<file path="src/rtl/cc_elapsed_pkg.sv">
package cc_elapsed_pkg;

  // Operation applied to the elapsed-cycle counter in a given cycle
  typedef enum logic [1:0] {
    CNT_HOLD = 2'd0,
    CNT_INC  = 2'd1,
    CNT_ZERO = 2'd2
  } cnt_op_e;

  // Counter width that exactly covers the largest packed code
  function automatic int cnt_width(input int mant_w, input int exp_w);
    return mant_w + (1 << exp_w) - 1;
  endfunction

endpackage

</file>
<file path="src/rtl/cc_event_dec.sv">
module cc_event_dec
  import cc_elapsed_pkg::*;
(
  input  logic    active_i,
  input  logic    xfer_i,
  input  logic    ctl_wr_i,
  input  logic    clr_i,
  input  logic    inval_i,
  output cnt_op_e cnt_op_o,
  output logic    capture_o,
  output logic    drop_vld_o
);

  logic restart;

  always_comb begin
    restart    = xfer_i | ctl_wr_i | clr_i;
    capture_o  = xfer_i;
    drop_vld_o = ctl_wr_i | clr_i | inval_i;
    if (restart)       cnt_op_o = CNT_ZERO;
    else if (active_i) cnt_op_o = CNT_INC;
    else               cnt_op_o = CNT_HOLD;
  end

endmodule

</file>
<file path="src/rtl/cc_counter.sv">
module cc_counter
  import cc_elapsed_pkg::*;
#(
  parameter int CNT_W = 27
) (
  input  logic             clk,
  input  logic             rst_n,
  input  cnt_op_e          op_i,
  output logic [CNT_W-1:0] cnt_o
);

  localparam logic [CNT_W-1:0] CNT_MAX = {CNT_W{1'b1}};

  logic [CNT_W-1:0] cnt_q, cnt_d;
  logic             cnt_en;

  always_comb begin
    cnt_d  = cnt_q;
    cnt_en = 1'b0;
    unique case (op_i)
      CNT_ZERO: begin
        cnt_d  = '0;
        cnt_en = 1'b1;
      end
      CNT_INC: begin
        cnt_en = (cnt_q != CNT_MAX);
        cnt_d  = cnt_q + 1'b1;
      end
      default: begin
        cnt_d  = cnt_q;
        cnt_en = 1'b0;
      end
    endcase
  end

  always_ff @(posedge clk or negedge rst_n) begin
    if (!rst_n)      cnt_q <= '0;
    else if (cnt_en) cnt_q <= cnt_d;
  end

  assign cnt_o = cnt_q;

  AST_CNT_STEP: assert property (@(posedge clk) disable iff (!rst_n)
    (op_i == CNT_INC && cnt_q != CNT_MAX) |=> cnt_q == $past(cnt_q) + 1'b1);
  AST_CNT_HOLD: assert property (@(posedge clk) disable iff (!rst_n)
    (op_i == CNT_HOLD) |=> $stable(cnt_q));
  AST_CNT_ZERO: assert property (@(posedge clk) disable iff (!rst_n)
    (op_i == CNT_ZERO) |=> cnt_q == '0);
  AST_CNT_SAT: assert property (@(posedge clk) disable iff (!rst_n)
    (op_i != CNT_ZERO && cnt_q == CNT_MAX) |=> cnt_q == CNT_MAX);

endmodule

</file>
<file path="src/rtl/cc_valid_flag.sv">
module cc_valid_flag (
  input  logic clk,
  input  logic rst_n,
  input  logic capture_i,
  input  logic drop_i,
  output logic cap_vld_o
);

  logic vld_q, vld_d, vld_en;

  always_comb begin
    vld_en = capture_i | drop_i;
    vld_d  = ~drop_i;
  end

  always_ff @(posedge clk or negedge rst_n) begin
    if (!rst_n)      vld_q <= 1'b0;
    else if (vld_en) vld_q <= vld_d;
  end

  // Valid value handed to a record captured this cycle
  assign cap_vld_o = vld_q & ~drop_i;

  AST_VLD_DROP: assert property (@(posedge clk) disable iff (!rst_n)
    drop_i |=> !vld_q);
  AST_VLD_SET: assert property (@(posedge clk) disable iff (!rst_n)
    (capture_i && !drop_i) |=> vld_q);

endmodule

</file>
<file path="src/rtl/cc_float_enc.sv">
module cc_float_enc #(
  parameter int MANT_W = 12,
  parameter int EXP_W  = 4,
  parameter int CNT_W  = 27
) (
  input  logic [CNT_W-1:0]  cnt_i,
  output logic [EXP_W-1:0]  exp_o,
  output logic [MANT_W-1:0] mant_o
);

  localparam int IDX_W = $clog2(CNT_W);

  logic [IDX_W-1:0] lead_idx;
  logic [CNT_W-1:0] shifted;
  int               shamt;

  // Leading-one position, lowest to highest so the top set bit wins
  always_comb begin
    lead_idx = '0;
    for (int i = 0; i < CNT_W; i++) begin
      if (cnt_i[i]) lead_idx = IDX_W'(i);
    end
  end

  always_comb begin
    shamt   = 0;
    shifted = cnt_i;
    exp_o   = '0;
    mant_o  = cnt_i[MANT_W-1:0];
    if (cnt_i[CNT_W-1:MANT_W] != '0) begin
      shamt   = int'(lead_idx) - MANT_W;
      shifted = cnt_i >> shamt;
      exp_o   = EXP_W'(shamt + 1);
      mant_o  = shifted[MANT_W-1:0];
    end
  end

endmodule

</file>
<file path="src/rtl/cc_capture.sv">
module cc_capture #(
  parameter int OUT_W = 16
) (
  input  logic             clk,
  input  logic             rst_n,
  input  logic             capture_i,
  input  logic [OUT_W-1:0] code_i,
  input  logic             vld_i,
  output logic [OUT_W-1:0] code_o,
  output logic             vld_o
);

  logic [OUT_W-1:0] code_q;
  logic             vld_q;

  always_ff @(posedge clk or negedge rst_n) begin
    if (!rst_n) begin
      code_q <= '0;
      vld_q  <= 1'b0;
    end else if (capture_i) begin
      code_q <= code_i;
      vld_q  <= vld_i;
    end
  end

  assign code_o = code_q;
  assign vld_o  = vld_q;

  AST_OUT_HOLD: assert property (@(posedge clk) disable iff (!rst_n)
    !capture_i |=> ($stable(code_q) && $stable(vld_q)));

endmodule

</file>
<file path="src/rtl/cc_elapsed_enc.sv">
module cc_elapsed_enc
  import cc_elapsed_pkg::*;
#(
  parameter int MANT_W = 12,
  parameter int EXP_W  = 4
) (
  input  logic                    clk,
  input  logic                    rst_n,
  input  logic                    active_i,
  input  logic                    xfer_i,
  input  logic                    ctl_wr_i,
  input  logic                    clr_i,
  input  logic                    inval_i,
  output logic [MANT_W+EXP_W-1:0] cc_o,
  output logic                    ccv_o
);

  localparam int CNT_W = cnt_width(MANT_W, EXP_W);
  localparam int OUT_W = MANT_W + EXP_W;

  logic [1:0]        rst_sync_q;
  logic              rst_int_n;
  cnt_op_e           cnt_op;
  logic              capture;
  logic              drop_vld;
  logic              cap_vld;
  logic [CNT_W-1:0]  cnt;
  logic [EXP_W-1:0]  enc_exp;
  logic [MANT_W-1:0] enc_mant;

  // Asynchronous assertion, synchronous release
  always_ff @(posedge clk or negedge rst_n) begin
    if (!rst_n) rst_sync_q <= 2'b00;
    else        rst_sync_q <= {rst_sync_q[0], 1'b1};
  end
  assign rst_int_n = rst_sync_q[1];

  cc_event_dec u_dec (
    .active_i   (active_i),
    .xfer_i     (xfer_i),
    .ctl_wr_i   (ctl_wr_i),
    .clr_i      (clr_i),
    .inval_i    (inval_i),
    .cnt_op_o   (cnt_op),
    .capture_o  (capture),
    .drop_vld_o (drop_vld)
  );

  cc_counter #(.CNT_W(CNT_W)) u_cnt (
    .clk   (clk),
    .rst_n (rst_int_n),
    .op_i  (cnt_op),
    .cnt_o (cnt)
  );

  cc_valid_flag u_vld (
    .clk       (clk),
    .rst_n     (rst_int_n),
    .capture_i (capture),
    .drop_i    (drop_vld),
    .cap_vld_o (cap_vld)
  );

  cc_float_enc #(.MANT_W(MANT_W), .EXP_W(EXP_W), .CNT_W(CNT_W)) u_enc (
    .cnt_i  (cnt),
    .exp_o  (enc_exp),
    .mant_o (enc_mant)
  );

  cc_capture #(.OUT_W(OUT_W)) u_cap (
    .clk       (clk),
    .rst_n     (rst_int_n),
    .capture_i (capture),
    .code_i    ({enc_exp, enc_mant}),
    .vld_i     (cap_vld),
    .code_o    (cc_o),
    .vld_o     (ccv_o)
  );

  AST_SAME_CYCLE_KILL: assert property (@(posedge clk) disable iff (!rst_int_n)
    (xfer_i && (ctl_wr_i || clr_i || inval_i)) |=> !ccv_o);
  AST_INVAL_KEEPS_CNT: assert property (@(posedge clk) disable iff (!rst_int_n)
    (inval_i && !xfer_i && !ctl_wr_i && !clr_i && !active_i) |=> $stable(cnt));
  AST_SMALL_EXP_ZERO: assert property (@(posedge clk) disable iff (!rst_int_n)
    (xfer_i && cnt[CNT_W-1:MANT_W] == '0) |=> cc_o[OUT_W-1:MANT_W] == '0);

endmodule

</file>
<file path="config.mk">
export PLATFORM = sky130hd
export DESIGN_NAME = cc_elapsed_enc
export DESIGN_NICKNAME = d
export VERILOG_FILES = /design/src/rtl/cc_elapsed_pkg.sv /design/src/rtl/cc_event_dec.sv /design/src/rtl/cc_counter.sv /design/src/rtl/cc_valid_flag.sv /design/src/rtl/cc_float_enc.sv /design/src/rtl/cc_capture.sv /design/src/rtl/cc_elapsed_enc.sv
export SDC_FILE = /design/constraint.sdc
export NUM_CORES = 1
export LEC_CHECK = 0
export BUFFER_PORTS_ARGS = -buffer_cell sky130_fd_sc_hd__clkbuf_2
export CAP_MARGIN = 30
export CORE_AREA = 2 2 90 92
export CTS_BUF_LIST = sky130_fd_sc_hd__clkbuf_2
export DETAILED_ROUTE_END_ITERATION = 6
export DIE_AREA = 0 0 92 94
export PLACE_DENSITY = 0.66
export SLEW_MARGIN = 0
export SYNTH_ARGS = -nofsm -noshare
export SYNTH_HDL_FRONTEND = slang
export SYNTH_SLANG_ARGS = --single-unit
</file>
<file path="constraint.sdc">
create_clock -name clk -period 1.52 [get_ports clk]
set_input_delay 0.304 -clock clk [delete_from_list [all_inputs] [get_ports clk]]
set_output_delay 0.304 -clock clk [all_outputs]
set_load 0.005 [all_outputs]
</file>
==> results.md <==
* First-pass GRT wire length at 20200 µm
* R2R Setup Slk at -1.23 ns
* Worst Max-Slew Pin Slew at 0.464 ns
* Via/cell ratio at about 5.9
* Final Hold Fails at 0
* Drt drc at 0
* Failing checks: setup timing
* Util after Layout at around 76%
* Rows at 32
* Total Nets Final at 625
* Final Max Slew Viols at 0
* Post-synthesis net count at 473
* Sw Ratio at 27.5%
* Die Area at roughly 8600 µm²
* RSZ-0062 raised after global routing: yes
* Critical path class: register to register
* Fillcell total at between 500 and 600
* Max VDD drop at 214 µV
* Yosys top cell area share at 31.4%
* Reg2reg end: u_cap.code_o[5]
* Post-DP HPWL at ~9300 µm
* Ys flop type: dfrtp_1
* DR WL/cell at 18.7 µm
* Total GRT Usage at 30.2%
* Pwr/cell area at 350 nW/µm²
* Synth top cells by count: nor2_1 (63), dfrtp_1 (47), nand2_1 (45), mux2i_1 (31), clkbuf_1 (25)
* Crit-path cells: or3_4, a21o_1, and3_4, a21boi_4, buf_12, buf_12, buf_4, mux2i_4, a2111oi_0, o31ai_1, a31oi_1
* Fmax at 364 MHz
* Clk_skew at 0.0434 ns
* Placer Congestion at 0.942
* Crit path largest cell delay at 0.47 ns
* Worst Path Required at 1.93 ns
* Arrival @ worst endpoint at between 3 and 4 ns
* Logic pwr share at 9.1%
* Largest net degree at the start of global routing at 46
* Clk pin slew, worst setup/hold paths at 0.25 ns
* Iter 0 DRT Violations at roughly 320
* DIE WIDTH at 92 µm
* EDFF count, synth at 0
* Count of different cell masters after synthesis at 68
* Mapped cell area at 3740 µm²
* Detailed Routing Iterations Pass 1 at 7
* Ports at 24
* Min cycle time layout at 2.75 ns
* Hold WC Path Type: primary input to register
* Flop pwr share at 63.6%
* # diodes at 0
* Max-cap violations at 0
* Layout area overhead at 54.8%
* Yosys reg bits at 47
* Antenna violations before repair at 0
* Final wirelength at 13400 µm
* Leakage power at between 2 and 3 nW
* Buf+Inv Stages, Crit Path at 3
* Fin Hold WS at 0.0630 ns
* Port Buffers at 23
* Vias in the first global route at 3980
* Setup Viol. Count Final at 43
* Power Total at 2.03 mW
* Clock power share at 27.3%
* Synth Area per Inst at 8.08 µm²
* Crit path capture type: register
* CTS tree: built
* Hold path startpoint: inval_i
* Tcrit/Tclk final at 181%
* Async SR Flop Fraction at 100%
* Seq/Total Area, Yosys at 31.4%
* Reg2Reg Depth at 11
* Reg2reg start: u_cnt.cnt_o[23]
* Clk_lat worst skew at about 0.46 ns
* Starting Density at a little under 50%
* Synth Instances at approximately 460
* Psw at between 0.5 and 0.6 mW
* CTS sink cnt at 47
* Crit path top cell by count: buf_12
* Status: finished, violations left
* CTS Buffer Depth at 2
* Power Internal at 1.47 mW
* Hold path depth at 3
* Slowest CP cell: dfrtp_1
* Die height at 94 µm
* Slew headroom at 68.3%
* GR Overflow Total at 0
* Most common cell in the netlist: nor2_1
* CTS root buffer: clkbuf_2
* Post-synth top area cell: dfrtp_1
* Crit path launch type: register
* Inserted Clock Buffers at 5
* Largest cells by area after synthesis: dfrtp_1 (31%), mux2i_1 (8.3%), nor2_1 (6.3%)
* Via count at roughly 4200
* Critical path's top delay family: compound AO/OA/AOI/OAI gates
* Hold Path Sink: u_vld.vld_q
* Routed Antenna Nets at 0
* Yosys warnings at 0
* Core area at 7610 µm²
* CTS H-tree lvls at 2
* Critical Path Fanout Max at 8
* Share of layout cells above drive strength 1 at 51.0%
* Worst setup margin at -1.23 ns
## layer usage
metal	vias to the layer above	wire length [µm]	global-route usage (%)	share of wire [%]
met5	-	0	0	0
met4	0	385	9.58	2.9
met3	36	735	3.93	5.5
met1	2068	5530	39.2	41
li1	1939	-	-	-
met2	160	6740	52.4	50
## cells in the final DEF, fill, tap and decap left out, drive strengths merged, types with 13 or more instances in the layout
master    n
dfrtp    47
mux2i    32
nor2     63
a21oi    20
o21ai    26
nand3    19
and3     13
clkbuf   29
inv      17
buf     166
xnor2    13
nand2    45
xor2     13
## layout make-up
class | count | area, µm² | share of cell area (%)
multi-input cells | 354 | 2860 | 49.3
repair buffers | 190 | 1520 | 26.1
flip-flops and latches | 47 | 1180 | 20.4
well taps | 102 | 128 | 2.20
inverters | 17 | 73.8 | 1.27
clock buffers | 6 | 30.0 | 0.518
clock inverters | 2 | 8.76 | 0.151
## power groups by stage
stage / Clock (mW) / Combinational, mW / Sequential, mW
2_1_floorplan: 0 / 0.0714 / 1.33
4_1_cts: 0.563 / 0.173 / 1.29
6_report: 0.553 / 0.185 / 1.29
3_3_place_gp: 0 / 0.156 / 1.31
3_5_place_dp: 0 / 0.159 / 1.31
5_1_grt: 0.603 / 0.205 / 1.29
## registers in the layout (all words and copies together), names as in the netlist
register	flops
u_cnt.cnt_o	27
u_vld.vld_q	1
u_cap.code_o	16
rst_sync_q	2
u_cap.vld_o	1
## worst min-delay path: stages
cell      delay, ns
clkbuf_2       0.07
nor3_1         0.05
o21a_1         0.10
## what timing repair did
item | in CTS | in global routing
endpoints found under the setup margin | 43 | 43
hold buffers | 1 | 0
buffers inserted | 9 | 21
resized for setup | 41 | 90
pin swaps | 21 | 61
endpoints found under the hold margin | 2 | 0
gates cloned | 1 | 0
## metrics by stage
stage                     area, µm²  setup WS, ns  TNS, ns  instances
after detailed placement       4960         -1.25   -40.59        680
after floorplan                3980         -1.07   -29.79        463
after global placement         4960         -1.20   -39.43        680
after global routing           5790         -1.32   -41.99        718
final                          5790         -1.23   -38.11        718
after CTS                      5290         -1.13   -36.97        699
## worst max path at each step
stage / start / end / slack (ns) / depth (start not counted)
6_report: u_cnt.cnt_o[23] / u_cap.code_o[5] / -1.23 / 11
5_1_grt: u_cnt.cnt_o[5] / u_cap.code_o[4] / -1.32 / 11
4_1_cts: u_cnt.cnt_o[2] / u_cap.code_o[4] / -1.13 / 11
3_5_place_dp: u_cnt.cnt_o[23] / u_cap.code_o[3] / -1.25 / 9
3_3_place_gp: u_cnt.cnt_o[23] / u_cap.code_o[3] / -1.20 / 9
2_1_floorplan: u_cnt.cnt_o[21] / u_cap.code_o[4] / -1.07 / 12
## logic make-up (layout without fill, tap and decap cells)
| family | count (synthesis) | count (layout) | synth area share (%) |
|---|---|---|---|
| DFF | 47 | 47 | 31.4 |
| adders and majority gates | 3 | 3 | 1.00 |
| xor gates and xnor gates | 26 | 26 | 6.08 |
| muxes | 39 | 39 | 11.4 |
| and+or+nand+nor | 175 | 175 | 22.0 |
| other | 1 | 1 | 0.100 |
| AOI/OAI and AO/OA | 110 | 110 | 20.2 |
| buffers and inverters | 62 | 215 | 7.89 |
(Power assumes the default switching activity.)
